$ cat src/rtl/spi_port_pkg.sv
package spi_port_pkg;
  localparam int DATA_W = 8;
  localparam int CNT_W  = $clog2(DATA_W);
  localparam int HALF_W = 7;

  typedef struct packed {
    logic startTx;
    logic abortTx;
  } ctrlStrobe_t;
endpackage

$ cat src/rtl/spi_port_ctrl.sv
module spi_port_ctrl
  import spi_port_pkg::*;
#(
  parameter int ADDR_W = 6,
  parameter logic [ADDR_W-1:0] STATUS_ADDR = 6'h2E,
  parameter logic [ADDR_W-1:0] DATA_ADDR   = 6'h2F
) (
  input  logic              clk,
  input  logic              rstN,
  input  logic [ADDR_W-1:0] busAddr,
  input  logic              busRd,
  input  logic              busWr,
  input  logic [DATA_W-1:0] busWdata,
  output logic [DATA_W-1:0] busRdata,
  input  logic              spiOn,
  input  logic              isMaster,
  input  logic              ssN,
  input  logic              irqEnable,
  input  logic              globalIrqEn,
  input  logic              irqAck,
  output logic              irq,
  output logic              dblSpeed,
  input  logic              xferDone,
  input  logic              xferBusy,
  input  logic [DATA_W-1:0] rxByte,
  output ctrlStrobe_t       strobe
);
  logic statusSel, dataSel, dataAccess, modeFault, collide, clearArm;
  logic spif, wcol, armed;

  assign statusSel  = (busAddr == STATUS_ADDR);
  assign dataSel    = (busAddr == DATA_ADDR);
  assign dataAccess = dataSel & (busRd | busWr);
  assign modeFault  = spiOn & isMaster & ~ssN;
  assign collide    = dataSel & busWr & xferBusy;
  assign clearArm   = dataAccess & armed;

  assign strobe.startTx = dataSel & busWr & ~xferBusy & spiOn & ~modeFault;
  assign strobe.abortTx = modeFault;

  always_ff @(posedge clk or negedge rstN) begin
    if (!rstN) begin
      spif     <= 1'b0;
      wcol     <= 1'b0;
      armed    <= 1'b0;
      dblSpeed <= 1'b0;
    end else begin
      if (statusSel && busWr) dblSpeed <= busWdata[0];
      if (dataAccess) armed <= 1'b0;
      else if (statusSel && busRd && (spif || wcol)) armed <= 1'b1;
      if (clearArm || irqAck) spif <= 1'b0;
      if (xferDone || modeFault) spif <= 1'b1;
      if (clearArm) wcol <= 1'b0;
      if (collide) wcol <= 1'b1;
    end
  end

  always_comb begin
    busRdata = '0;
    if (statusSel)    busRdata = {spif, wcol, {(DATA_W-3){1'b0}}, dblSpeed};
    else if (dataSel) busRdata = rxByte;
  end

  assign irq = spif & irqEnable & globalIrqEn;

  a_r10_fault_sets_flag: assert property (@(posedge clk) disable iff (!rstN)
    modeFault |=> spif);
  a_r6_collision_source: assert property (@(posedge clk) disable iff (!rstN)
    $rose(wcol) |-> $past(collide));
  a_r9_ack_clears_flag: assert property (@(posedge clk) disable iff (!rstN)
    (irqAck && !xferDone && !modeFault) |=> !spif);
  a_r7_clear_needs_arm: assert property (@(posedge clk) disable iff (!rstN)
    $fell(spif) |-> $past(irqAck || clearArm));
endmodule

$ cat src/rtl/spi_port_datapath.sv
module spi_port_datapath
  import spi_port_pkg::*;
#(
  parameter int SYNC_STAGES = 2
) (
  input  logic              clk,
  input  logic              rstN,
  input  ctrlStrobe_t       strobe,
  input  logic [DATA_W-1:0] txByte,
  input  logic              spiOn,
  input  logic              isMaster,
  input  logic [1:0]        rateSel,
  input  logic              dblSpeed,
  input  logic              sckIn,
  input  logic              ssN,
  input  logic              sdi,
  output logic              sckOut,
  output logic              sdo,
  output logic              xferDone,
  output logic              xferBusy,
  output logic [DATA_W-1:0] rxByte
);
  logic [DATA_W-1:0] shiftReg, rxBuf, shiftNext;
  logic [CNT_W-1:0]  bitCnt;
  logic [HALF_W-1:0] divCnt, halfBase, halfLimit;
  logic [SYNC_STAGES-1:0] sckSync;
  logic busyM, slvActive, sckReg, rxBit, sckPrev, sckS;
  logic slvLive, slvRise, slvFall, mTick, mRise, mFall;
  logic sampleEdge, shiftEdge, lastBit;

  always_comb begin
    if (rateSel == 2'd3) halfBase = HALF_W'(64);
    else                 halfBase = HALF_W'(2) << (2 * rateSel);
    halfLimit = dblSpeed ? (halfBase >> 1) : halfBase;
  end

  assign sckS       = sckSync[SYNC_STAGES-1];
  assign slvLive    = spiOn & ~isMaster & ~ssN;
  assign slvRise    = slvLive & sckS & ~sckPrev;
  assign slvFall    = slvLive & ~sckS & sckPrev;
  assign mTick      = busyM & (divCnt == halfLimit - HALF_W'(1));
  assign mRise      = mTick & ~sckReg;
  assign mFall      = mTick & sckReg;
  assign sampleEdge = mRise | slvRise;
  assign shiftEdge  = mFall | slvFall;
  assign lastBit    = (bitCnt == CNT_W'(DATA_W-1));
  assign shiftNext  = {shiftReg[DATA_W-2:0], rxBit};
  assign xferDone   = shiftEdge & lastBit & ~strobe.abortTx;
  assign xferBusy   = busyM | slvActive;
  assign sckOut     = sckReg;
  assign sdo        = shiftReg[DATA_W-1];
  assign rxByte     = rxBuf;

  always_ff @(posedge clk or negedge rstN) begin
    if (!rstN) begin
      sckSync   <= '0;
      sckPrev   <= 1'b0;
      shiftReg  <= '0;
      rxBuf     <= '0;
      rxBit     <= 1'b0;
      bitCnt    <= '0;
      divCnt    <= '0;
      busyM     <= 1'b0;
      slvActive <= 1'b0;
      sckReg    <= 1'b0;
    end else begin
      sckSync <= {sckSync[SYNC_STAGES-2:0], sckIn};
      sckPrev <= sckS;
      if (strobe.abortTx) begin
        busyM     <= 1'b0;
        slvActive <= 1'b0;
        sckReg    <= 1'b0;
        divCnt    <= '0;
        bitCnt    <= '0;
      end else begin
        if (!isMaster && !slvLive) begin
          slvActive <= 1'b0;
          bitCnt    <= '0;
        end
        if (strobe.startTx) begin
          shiftReg <= txByte;
          bitCnt   <= '0;
          if (isMaster) begin
            busyM  <= 1'b1;
            divCnt <= '0;
            sckReg <= 1'b0;
          end
        end
        if (busyM) begin
          if (mTick) begin
            divCnt <= '0;
            sckReg <= ~sckReg;
          end else begin
            divCnt <= divCnt + HALF_W'(1);
          end
        end
        if (sampleEdge) rxBit <= sdi;
        if (slvRise) slvActive <= 1'b1;
        if (shiftEdge) begin
          shiftReg <= shiftNext;
          bitCnt   <= bitCnt + CNT_W'(1);
          if (lastBit) begin
            rxBuf     <= shiftNext;
            busyM     <= 1'b0;
            slvActive <= 1'b0;
            bitCnt    <= '0;
          end
        end
      end
    end
  end

  a_r3_sck_idle_low: assert property (@(posedge clk) disable iff (!rstN)
    !busyM |-> !sckReg);
  a_r11_rx_hold: assert property (@(posedge clk) disable iff (!rstN)
    !xferDone |=> $stable(rxBuf));
  a_r6_no_start_when_busy: assert property (@(posedge clk) disable iff (!rstN)
    xferBusy |-> !strobe.startTx);
endmodule

$ cat src/rtl/spi_byte_port.sv
module spi_byte_port
  import spi_port_pkg::*;
#(
  parameter int ADDR_W = 6,
  parameter logic [ADDR_W-1:0] STATUS_ADDR = 6'h2E,
  parameter logic [ADDR_W-1:0] DATA_ADDR   = 6'h2F,
  parameter int SYNC_STAGES = 2
) (
  input  logic              clk,
  input  logic              rstN,
  input  logic [ADDR_W-1:0] busAddr,
  input  logic              busRd,
  input  logic              busWr,
  input  logic [DATA_W-1:0] busWdata,
  output logic [DATA_W-1:0] busRdata,
  input  logic              spiOn,
  input  logic              isMaster,
  input  logic [1:0]        rateSel,
  input  logic              irqEnable,
  input  logic              globalIrqEn,
  input  logic              irqAck,
  output logic              irq,
  output logic              sckOut,
  input  logic              sckIn,
  input  logic              ssN,
  input  logic              sdi,
  output logic              sdo
);
  ctrlStrobe_t       strobe;
  logic              dblSpeed, xferDone, xferBusy;
  logic [DATA_W-1:0] rxByte;

  spi_port_ctrl #(
    .ADDR_W(ADDR_W), .STATUS_ADDR(STATUS_ADDR), .DATA_ADDR(DATA_ADDR)
  ) uCtrl (
    .clk(clk), .rstN(rstN), .busAddr(busAddr), .busRd(busRd), .busWr(busWr),
    .busWdata(busWdata), .busRdata(busRdata), .spiOn(spiOn), .isMaster(isMaster),
    .ssN(ssN), .irqEnable(irqEnable), .globalIrqEn(globalIrqEn), .irqAck(irqAck),
    .irq(irq), .dblSpeed(dblSpeed), .xferDone(xferDone), .xferBusy(xferBusy),
    .rxByte(rxByte), .strobe(strobe)
  );

  spi_port_datapath #(.SYNC_STAGES(SYNC_STAGES)) uData (
    .clk(clk), .rstN(rstN), .strobe(strobe), .txByte(busWdata), .spiOn(spiOn),
    .isMaster(isMaster), .rateSel(rateSel), .dblSpeed(dblSpeed), .sckIn(sckIn),
    .ssN(ssN), .sdi(sdi), .sckOut(sckOut), .sdo(sdo), .xferDone(xferDone),
    .xferBusy(xferBusy), .rxByte(rxByte)
  );
endmodule

$ cat config.mk
export PLATFORM = sky130hd
export DESIGN_NAME = spi_byte_port
export DESIGN_NICKNAME = d
export VERILOG_FILES = /design/src/rtl/spi_port_pkg.sv /design/src/rtl/spi_port_ctrl.sv /design/src/rtl/spi_port_datapath.sv /design/src/rtl/spi_byte_port.sv
export SDC_FILE = /design/constraint.sdc
export NUM_CORES = 1
export LEC_CHECK = 0
export ABC_AREA = 1
export BUFFER_PORTS_ARGS = -buffer_cell sky130_fd_sc_hd__buf_2
export CAP_MARGIN = 20
export CORE_AREA = 3 3 81 83
export CTS_BUF_LIST = sky130_fd_sc_hd__clkbuf_2 sky130_fd_sc_hd__clkbuf_4 sky130_fd_sc_hd__clkbuf_8
export CTS_CLUSTER_SIZE = 14
export DETAILED_ROUTE_END_ITERATION = 6
export DIE_AREA = 0 0 84 86
export GPL_ROUTABILITY_DRIVEN = 0
export GPL_TIMING_DRIVEN = 0
export MAX_ROUTING_LAYER = met4
export PLACE_DENSITY = 0.65
export SLEW_MARGIN = 10
export SYNTH_ARGS = -nofsm -noshare
export SYNTH_HDL_FRONTEND = slang
export SYNTH_SLANG_ARGS = --single-unit
$ cat constraint.sdc
create_clock -name clk -period 1.3 [get_ports clk]
set_input_delay 0.065 -clock clk [delete_from_list [all_inputs] [get_ports clk]]
set_output_delay 0.065 -clock clk [all_outputs]
set_load 0.02 [all_outputs]
==> results of run 1 <==
[per-stage QoR]
step | area (um^2) | power (mW) | utilization, % | hold slack, ns
after floorplan | 2060 | 1.51 | - | -0.231
after global placement | 2340 | 1.64 | 39.6 | 0.173
after detailed placement | 2340 | 1.65 | 39.6 | 0.174
after CTS | 2580 | 2.68 | 43.6 | 0.0336
after global routing | 2630 | 2.80 | 44.4 | 0.0532
final | 2630 | 2.67 | 44.4 | 0.0363
[layer usage]
layer  share of wire, %  GRT usage [%]
met5                  0              -
met4                1.3           5.70
met3                5.4           3.27
met2                 44           22.3
met1                 49           19.1
[registers in the layout (all words and copies together) (netlist names)]
name and count:
uCtrl.wcol 1, uData.bitCnt 3, uCtrl.spif 1, uData.slvActive 1, uData.sckSync 2, uData.busyM 1
uData.rxByte 8, uData.sckPrev 1, uCtrl.armed 1, uData.sckOut 1, uData.divCnt 7, uData.shiftReg 8
uData.rxBit 1, uCtrl.dblSpeed 1
[power groups by stage]
stage               sequential [mW]  clock [mW]  combinational (mW)
detailed placement             1.35           0               0.301
CTS                            1.32        1.03               0.324
global route                   1.34        1.07               0.393
global placement               1.34           0               0.295
floorplan                      1.33           0               0.176
finish                         1.33        1.01               0.335
[critical path: cells and delay by family, from the launching register on]
family,cells,cell delay [ns]
buffers and inverters,1,0.17
flip-flops,1,0.40
AND/OR/NAND/NOR,12,1.01
[cells in the mapped netlist (all sizes together)]
master,count,area [um^2]
inv,28,105
a21boi,1,7.51
nand2,110,433
o21ai,13,65.1
nor3,2,10.0
xnor2,1,8.76
o32ai,1,8.76
or3,1,6.26
clkbuf,1,3.75
buf,4,28.8
nor2,28,108
nand3,32,160
xor2,4,35.0
o21bai,3,22.5
dfrtp,37,926
and3,1,6.26
o211ai,1,7.51
nand3b,3,22.5
nand4,3,18.8
ha,3,37.5
a21oi,4,20.0
[kinds of logic (layout without fill, tap and decap cells)]
kind of cell,count (synthesis),after routing,share of synthesized area (%)
AO/OA/AOI/OAI,23,23,6.44
XOR/XNOR,5,5,2.15
adder cells (fa/ha/maj),3,3,1.84
buffers and inverters,33,89,6.74
flip-flops,37,37,45.4
AND/OR/NAND/NOR,180,180,37.5
[worst paths after layout]
kind / start / endpoint / slack (ns) / depth (start not counted)
max: uCtrl.dblSpeed$_DFFE_PN0P_ / uData.shiftReg[0]$_DFFE_PN0P_ / -0.34 / 13
min: sdi / uData.rxBit$_DFFE_PN0P_ / 0.04 / 3
max reg2reg: uCtrl.dblSpeed$_DFFE_PN0P_ / uData.shiftReg[0]$_DFFE_PN0P_ / -0.34 / 13
min reg2reg: uData.sckSync[0]$_DFF_PN0_ / uData.sckSync[1]$_DFF_PN0_ / 0.35 / 0
max in group asynchronous: rstN / uData.divCnt[6]$_DFFE_PN0P_ / 0.38 / 2
min in group asynchronous: rstN / uData.bitCnt[1]$_DFFE_PN0P_ / 0.40 / 2
[area by class of cell]
cell class              instances  share of cell area [%]
clock buffers                   5                    2.62
multi-input cells             211                    40.3
flip-flops and latches         37                    35.2
clock inverters                 3                    1.76
inverters                      28                    3.99
plain buffers                   5                    1.66
well taps                      75                    3.57
repair buffers                 48                    10.9
[repair_timing]
item / in CTS / in global routing
hold endpoints to repair: 38 / 0
pin swaps: 2 / 4
buffers inserted: 6 / 1
cloned: 1 / 0
resized for setup: 13 / 10
setup endpoints to repair: 31 / 34
hold buffers: 2 / 0
==> flow_results.xml, run 1 <==
<?xml version="1.0" encoding="UTF-8"?>
<metrics>
  <group name="sta">
    <metric name="timing.final.max_slew_violations" unit="">0</metric>
    <metric name="timing.fmax" unit="MHz">611</metric>
    <metric name="setup-violations-final" unit="">31</metric>
    <metric name="timing.final.ws_setup" unit="ns">-0.338</metric>
    <metric name="setup_total_negative_slack" unit="ns">-8.27</metric>
    <metric name="timing.final.crit_period" unit="ns">1.64</metric>
    <metric name="clock-skew-final" unit="ns">0.0117</metric>
    <metric name="rsz0062_at_grt" unit="">yes</metric>
    <metric name="max_slew_margin" unit="%">45.3</metric>
    <metric name="finalHoldViolCount" unit="">0</metric>
    <metric name="finalCritPeriodShare" unit="%">126</metric>
    <metric name="worst_slew_pin_slew" unit="ns">0.821</metric>
  </group>
  <group name="route">
    <metric name="dr.first_iter.drc_count" unit="">162</metric>
    <metric name="drt-total-wl" unit="mm">4.82</metric>
    <metric name="remaining_drc_errors" unit="">0</metric>
    <metric name="vias" unit="">1940</metric>
    <metric name="antenna_left" unit="">0</metric>
    <metric name="total_iterations_of_the_first_detailed_routing_run" unit="">4</metric>
    <metric name="routed_via_density" unit="">4.71</metric>
    <metric name="drt-wirelength-per-cell" unit="um">11.7</metric>
  </group>
  <group name="global_route">
    <metric name="grt_remaining_overflow" unit="">0</metric>
    <metric name="track_usage" unit="%">14.7</metric>
    <metric name="antenna_found_initial" unit="">0</metric>
    <metric name="grt_pass1_vias" unit="">1824</metric>
    <metric name="grt_first_pass_wirelength" unit="mm">8.36</metric>
    <metric name="grt_start_max_net_pins" unit="">38</metric>
  </group>
  <group name="setup_path">
    <metric name="cp_slowest_cell" unit="">sky130_fd_sc_hd__dfrtp_1</metric>
    <metric name="path_cells" unit="">nand2_1, nand2_1, nand2_1, nand2_1, nand2_1, nor2_2, nand4_1, nand2_2, buf_6, nand2_8, nand2_8, nand2_1, nand2_1</metric>
    <metric name="crit_path_frequent_cell" unit="">sky130_fd_sc_hd__nand2_1</metric>
    <metric name="crit_required" unit="ns">1.53</metric>
    <metric name="setup.worst_path.end_class" unit="">flop</metric>
    <metric name="crit_path_max_fo" unit="">8</metric>
    <metric name="critical_path_s_largest_stage_delay" unit="ns">0.40</metric>
    <metric name="worst-endpoint-arrival" unit="ns">1.87</metric>
    <metric name="setup.worst_path.class" unit="">flop to flop</metric>
    <metric name="timing.critical_path.from_type" unit="">flop</metric>
  </group>
  <group name="placed_design">
    <metric name="io_buffers" unit="">38</metric>
    <metric name="dp_worst_setup_slack" unit="ns">-0.378</metric>
    <metric name="numPlacedInstances" unit="">394</metric>
    <metric name="detailedPlacementHpwl" unit="mm">3.46</metric>
  </group>
  <group name="pwr">
    <metric name="seq_power_share" unit="%">49.7</metric>
    <metric name="p_clk_share" unit="%">37.8</metric>
    <metric name="pwr_density_cell" unit="mW/mm^2">1020</metric>
    <metric name="internal_power" unit="mW">1.96</metric>
    <metric name="p_sw_share" unit="%">26.7</metric>
    <metric name="vdd.ir_drop.worst" unit="V">0.000415</metric>
    <metric name="comb_power_share" unit="%">12.5</metric>
    <metric name="total_leakage_power" unit="nW">1.44</metric>
    <metric name="p_switching" unit="mW">0.714</metric>
  </group>
  <group name="finish">
    <metric name="antenna_cells" unit="">0</metric>
    <metric name="mostFrequentLayoutCells" unit="">sky130_fd_sc_hd__nand2_1 (98), sky130_fd_sc_hd__buf_2 (39), sky130_fd_sc_hd__dfrtp_1 (37)</metric>
    <metric name="instances_no_fill" unit="">412</metric>
    <metric name="final_common_cell" unit="">sky130_fd_sc_hd__nand2_1</metric>
    <metric name="areaGrowthSynthToFinish" unit="%">28.9</metric>
    <metric name="ff_latch_area" unit="um^2">926</metric>
    <metric name="drive_gt1_share" unit="%">24.6</metric>
    <metric name="final.fill_count" unit="">601</metric>
    <metric name="fin_nets" unit="">367</metric>
    <metric name="multiInputGateArea" unit="mm^2">0.00106</metric>
  </group>
  <group name="clock_network">
    <metric name="numCtsBuffers" unit="">5</metric>
    <metric name="cts_num_sinks" unit="">37</metric>
    <metric name="clk_pin_slew_worst_paths" unit="ns">0.08</metric>
    <metric name="tritoncts" unit="">yes</metric>
    <metric name="clock_tree.htree_level_count" unit="">2</metric>
    <metric name="ctsLongestPathBuffers" unit="">2</metric>
    <metric name="root_buf_cell" unit="">sky130_fd_sc_hd__clkbuf_8</metric>
    <metric name="clock_insertion_delay_worst_skew" unit="ns">0.29</metric>
  </group>
  <group name="synthesis">
    <metric name="synth_nets" unit="">312</metric>
    <metric name="synth_cells" unit="">281</metric>
    <metric name="synth.yosys.warnings" unit="">0</metric>
    <metric name="area_of_the_mapped_netlist" unit="mm^2">0.00204</metric>
    <metric name="synth.yosys.seq_area_share" unit="%">45.4</metric>
    <metric name="post_synth_num_cell_types" unit="">27</metric>
    <metric name="synth.ff_latch_count" unit="">37</metric>
    <metric name="syn_avg_cell_area" unit="um^2">7.26</metric>
  </group>
  <group name="hold_path">
    <metric name="timing.hold.worst.class" unit="">primary input to flop</metric>
  </group>
  <group name="die">
    <metric name="initial_core_util" unit="%">34.5</metric>
    <metric name="num_rows" unit="">28</metric>
    <metric name="floorplan.io_pins" unit="">39</metric>
    <metric name="die-area" unit="mm^2">0.00722</metric>
    <metric name="floorplan.die.height" unit="um">86</metric>
    <metric name="die_width" unit="um">84</metric>
    <metric name="core_area" unit="mm^2">0.00592</metric>
  </group>
  <group name="job">
    <metric name="max_cap_violations" unit="">0</metric>
  </group>
  <group name="status">
    <metric name="status" unit="">finished with violations</metric>
    <metric name="violations_in_the_final_reports" unit="">negative setup slack</metric>
  </group>
</metrics>
Power figures use the tool's default switching activity.
==> run 2: changes to the inputs <==
- ABC_AREA: 1 -> 0
- PLACE_DENSITY: 0.65 -> 0.66
==> run 2 against run 1 <==
- the run still ends with negative setup slack left
- cell count down 20%
- flip-flop and latch count unchanged
- via count fell by 9.2%
- sequential share of layout area is 0.44 points lower
- critical endpoint is now uData.rxByte[3]$_DFFE_PN0P_
==> flow_results.xml, run 2 <==
<?xml version="1.0" encoding="UTF-8"?>
<metrics>
  <group name="global_route">
    <metric name="grt_pass1_vias" unit="">1653</metric>
    <metric name="antenna_found_initial" unit="">0</metric>
    <metric name="grt_remaining_overflow" unit="">0</metric>
    <metric name="track_usage" unit="%">13.6</metric>
    <metric name="grt_first_pass_wirelength" unit="mm">7.67</metric>
    <metric name="grt_start_max_net_pins" unit="">38</metric>
  </group>
  <group name="pwr">
    <metric name="seq_power_share" unit="%">52.8</metric>
    <metric name="total_leakage_power" unit="nW">1.24</metric>
    <metric name="vdd.ir_drop.worst" unit="V">0.000402</metric>
    <metric name="pwr_density_cell" unit="mW/mm^2">898</metric>
    <metric name="p_clk_share" unit="%">33.0</metric>
    <metric name="comb_power_share" unit="%">14.2</metric>
    <metric name="internal_power" unit="mW">1.75</metric>
    <metric name="p_switching" unit="mW">0.651</metric>
    <metric name="p_sw_share" unit="%">27.1</metric>
  </group>
  <group name="finish">
    <metric name="multiInputGateArea" unit="mm^2">0.00119</metric>
    <metric name="final_common_cell" unit="">sky130_fd_sc_hd__buf_2</metric>
    <metric name="fin_nets" unit="">286</metric>
    <metric name="ff_latch_area" unit="um^2">930</metric>
    <metric name="post-route-util" unit="%">45.2</metric>
    <metric name="areaGrowthSynthToFinish" unit="%">30.4</metric>
    <metric name="drive_gt1_share" unit="%">38.3</metric>
    <metric name="antenna_cells" unit="">0</metric>
    <metric name="mostFrequentLayoutCells" unit="">sky130_fd_sc_hd__buf_2 (37), sky130_fd_sc_hd__dfrtp_1 (34), sky130_fd_sc_hd__nor2_1 (15)</metric>
    <metric name="final.fill_count" unit="">563</metric>
  </group>
  <group name="clock_network">
    <metric name="root_buf_cell" unit="">sky130_fd_sc_hd__clkbuf_8</metric>
    <metric name="numCtsBuffers" unit="">5</metric>
    <metric name="tritoncts" unit="">yes</metric>
    <metric name="clock_insertion_delay_worst_skew" unit="ns">0.29</metric>
    <metric name="clk_pin_slew_worst_paths" unit="ns">0.08</metric>
    <metric name="clock_tree.htree_level_count" unit="">2</metric>
    <metric name="cts_num_sinks" unit="">37</metric>
    <metric name="ctsLongestPathBuffers" unit="">2</metric>
  </group>
  <group name="sta">
    <metric name="clock-skew-final" unit="ns">0.00793</metric>
    <metric name="worst_slew_pin_slew" unit="ns">0.807</metric>
    <metric name="timing.fmax" unit="MHz">473</metric>
    <metric name="rsz0062_at_grt" unit="">yes</metric>
    <metric name="finalCritPeriodShare" unit="%">162</metric>
    <metric name="fin_worst_hold_slack" unit="ns">0.0144</metric>
    <metric name="setup-violations-final" unit="">32</metric>
    <metric name="max_slew_margin" unit="%">46.2</metric>
    <metric name="timing.final.crit_period" unit="ns">2.11</metric>
    <metric name="timing.final.max_slew_violations" unit="">0</metric>
    <metric name="setup_total_negative_slack" unit="ns">-22.41</metric>
    <metric name="finalHoldViolCount" unit="">0</metric>
    <metric name="timing.final.ws_setup" unit="ns">-0.812</metric>
  </group>
  <group name="setup_path">
    <metric name="r2r_cell_count" unit="">6</metric>
    <metric name="critical_path_s_largest_stage_delay" unit="ns">0.52</metric>
    <metric name="cp_slowest_cell" unit="">sky130_fd_sc_hd__or4_1</metric>
    <metric name="path_cells" unit="">or4_1, o22a_1, o21ai_4, o2111a_4, o211ai_4, mux2_4</metric>
    <metric name="worstReg2RegStart" unit="">uData.divCnt[3]$_DFFE_PN0P_</metric>
    <metric name="family_with_the_most_delay_on_the_worst_path" unit="">compound AO/OA/AOI/OAI gates</metric>
    <metric name="setup.worst_path.end_class" unit="">flop</metric>
    <metric name="crit_path_max_fo" unit="">8</metric>
    <metric name="worstReg2RegEnd" unit="">uData.rxByte[3]$_DFFE_PN0P_</metric>
    <metric name="setup.reg_to_reg.worst_slack" unit="ns">-0.81</metric>
    <metric name="worst-endpoint-arrival" unit="ns">2.30</metric>
    <metric name="setup.worst_path.class" unit="">flop to flop</metric>
    <metric name="crit_required" unit="ns">1.49</metric>
    <metric name="timing.critical_path.buf_inv" unit="">0</metric>
    <metric name="timing.critical_path.from_type" unit="">flop</metric>
  </group>
  <group name="placed_design">
    <metric name="detailedPlacementHpwl" unit="mm">3.32</metric>
    <metric name="io_buffers" unit="">37</metric>
    <metric name="dp_worst_setup_slack" unit="ns">-1.02</metric>
  </group>
  <group name="status">
    <metric name="violations_in_the_final_reports" unit="">negative setup slack</metric>
    <metric name="status" unit="">finished with violations</metric>
  </group>
  <group name="die">
    <metric name="initial_core_util" unit="%">34.7</metric>
    <metric name="die-area" unit="mm^2">0.00722</metric>
    <metric name="die_width" unit="um">84</metric>
    <metric name="floorplan.die.height" unit="um">86</metric>
    <metric name="floorplan.io_pins" unit="">39</metric>
    <metric name="num_rows" unit="">28</metric>
    <metric name="core_area" unit="mm^2">0.00592</metric>
  </group>
  <group name="route">
    <metric name="drt-wirelength-per-cell" unit="um">13.9</metric>
    <metric name="drt-total-wl" unit="mm">4.60</metric>
    <metric name="routed_via_density" unit="">5.32</metric>
    <metric name="total_iterations_of_the_first_detailed_routing_run" unit="">4</metric>
    <metric name="antenna_left" unit="">0</metric>
    <metric name="remaining_drc_errors" unit="">0</metric>
    <metric name="dr.first_iter.drc_count" unit="">98</metric>
    <metric name="vias" unit="">1762</metric>
  </group>
  <group name="synthesis">
    <metric name="area_of_the_mapped_netlist" unit="mm^2">0.00205</metric>
    <metric name="synthTopCellsByArea" unit="">sky130_fd_sc_hd__dfrtp_1 (45%), sky130_fd_sc_hd__mux2_2 (3.8%), sky130_fd_sc_hd__a221oi_1 (3.4%)</metric>
    <metric name="synth.yosys.seq_area_share" unit="%">45.1</metric>
    <metric name="synth_nets" unit="">232</metric>
    <metric name="yosys.cell_count.top_type" unit="">sky130_fd_sc_hd__dfrtp_1</metric>
    <metric name="synth_enable_flop_cells" unit="">0</metric>
    <metric name="post_synth_num_cell_types" unit="">46</metric>
    <metric name="synth.ff_latch_count" unit="">37</metric>
    <metric name="synthDominantAreaCellType" unit="">sky130_fd_sc_hd__dfrtp_1</metric>
    <metric name="synth_top_cell_area_share" unit="%">45.1</metric>
    <metric name="postSynth.topFlopCell" unit="">sky130_fd_sc_hd__dfrtp_1</metric>
    <metric name="synth.top_cells.by_count" unit="">sky130_fd_sc_hd__dfrtp_1 (37), sky130_fd_sc_hd__nor2_1 (16), sky130_fd_sc_hd__inv_1 (12), sky130_fd_sc_hd__nand2_1 (12), sky130_fd_sc_hd__and2_1 (10)</metric>
    <metric name="async_reset_ff_share" unit="%">100</metric>
    <metric name="synth_cells" unit="">201</metric>
    <metric name="synth.yosys.warnings" unit="">0</metric>
    <metric name="syn_avg_cell_area" unit="um^2">10.2</metric>
  </group>
  <group name="job">
    <metric name="max_cap_violations" unit="">0</metric>
  </group>
  <group name="hold_path">
    <metric name="min_from" unit="">sdi</metric>
    <metric name="min_delay_worst_endpoint" unit="">uData.rxBit$_DFFE_PN0P_</metric>
    <metric name="number_of_cells_on_the_worst_hold_path" unit="">2</metric>
    <metric name="timing.hold.worst.class" unit="">primary input to flop</metric>
  </group>
</metrics>
## run 2: changes by cell type after synthesis, sizes merged, moves of 8 or more
cell / previous run / this run
nand2: 110 / 12
nand3: 32 / 3
inv: 28 / 12
nor2: 28 / 16
mux2: 0 / 11
and2: 0 / 10
a221oi: 0 / 8
## run 2: power by group through the flow
stage / combinational [mW] / clock [mW] / sequential (mW)
floorplan: 0.148 / 0 / 1.28
global placement: 0.253 / 0 / 1.29
detailed placement: 0.257 / 0 / 1.29
CTS: 0.325 / 0.814 / 1.27
global route: 0.376 / 0.858 / 1.28
finish: 0.341 / 0.793 / 1.27
## run 2: cells by family (layout without fill, tap and decap cells)
| family | after synthesis | count (layout) | share of synthesized area (%) |
|---|---|---|---|
| buffers and inverters | 20 | 75 | 4.08 |
| adders and majority gates | 3 | 3 | 1.83 |
| muxes | 11 | 11 | 6.77 |
| DFF | 37 | 37 | 45.1 |
| xor gates and xnor gates | 1 | 1 | 0.427 |
| AOI/OAI and AO/OA | 50 | 50 | 19.9 |
| and+or+nand+nor | 79 | 79 | 21.9 |
## run 2: cell type report
| cell class | count | area share, % |
|---|---|---|
| clock buffer | 5 | 2.57 |
| buffer | 5 | 0.748 |
| tap | 75 | 3.51 |
| sequential | 37 | 34.8 |
| inverter | 12 | 1.68 |
| multi-input combinational | 144 | 44.6 |
| clock inverter | 3 | 0.655 |
| timing repair buffer | 50 | 11.5 |
## run 2: layer usage
| metal | up-vias | global-route usage [%] | share of wire [%] |
|---|---|---|---|
| li1 | 869 | - | - |
| met1 | 852 | 18.2 | 49 |
| met2 | 34 | 20.8 | 46 |
| met3 | 7 | 2.98 | 4.2 |
| met4 | 0 | 3.95 | 1.3 |
| met5 | - | - | 0 |
## run 2: worst max path at each step
stage                                startpoint                            end  slack [ns]  depth (start not counted)
detailed placement  uData.divCnt[3]$_DFFE_PN0P_  uData.shiftReg[7]$_DFFE_PN0P_       -1.02                          7
floorplan           uData.divCnt[3]$_DFFE_PN0P_    uData.rxByte[3]$_DFFE_PN0P_       -0.76                          7
global route        uData.divCnt[3]$_DFFE_PN0P_    uData.rxByte[3]$_DFFE_PN0P_       -0.89                          6
global placement    uData.divCnt[3]$_DFFE_PN0P_  uData.shiftReg[7]$_DFFE_PN0P_       -1.02                          7
finish              uData.divCnt[3]$_DFFE_PN0P_    uData.rxByte[3]$_DFFE_PN0P_       -0.81                          6
CTS                 uData.divCnt[3]$_DFFE_PN0P_    uData.rxByte[3]$_DFFE_PN0P_       -0.90                          7
## run 2: timing repair
item,4_1_cts,5_1_grt
pin swaps,13,9
setup endpoints to repair,39,31
hold buffers,2,0
hold endpoints to repair,38,0
gates resized for setup,25,6
setup buffers,9,2
## run 2: through the flow
step | std cells | instance area (um^2) | power (mW)
6_report | 331 | 2680 | 2.40
5_1_grt | 331 | 2680 | 2.51
4_1_cts | 330 | 2650 | 2.41
3_5_place_dp | 313 | 2330 | 1.55
3_3_place_gp | 313 | 2330 | 1.54
2_1_floorplan | 201 | 2050 | 1.43
## run 2: worst reg2reg max path, stage by stage, from the launching register on
cell                       delay [ns]
sky130_fd_sc_hd__dfrtp_1         0.37
sky130_fd_sc_hd__or4_1           0.52
sky130_fd_sc_hd__o22a_1          0.21
sky130_fd_sc_hd__o21ai_4         0.10
sky130_fd_sc_hd__o2111a_4        0.28
sky130_fd_sc_hd__o211ai_4        0.18
sky130_fd_sc_hd__mux2_4          0.35
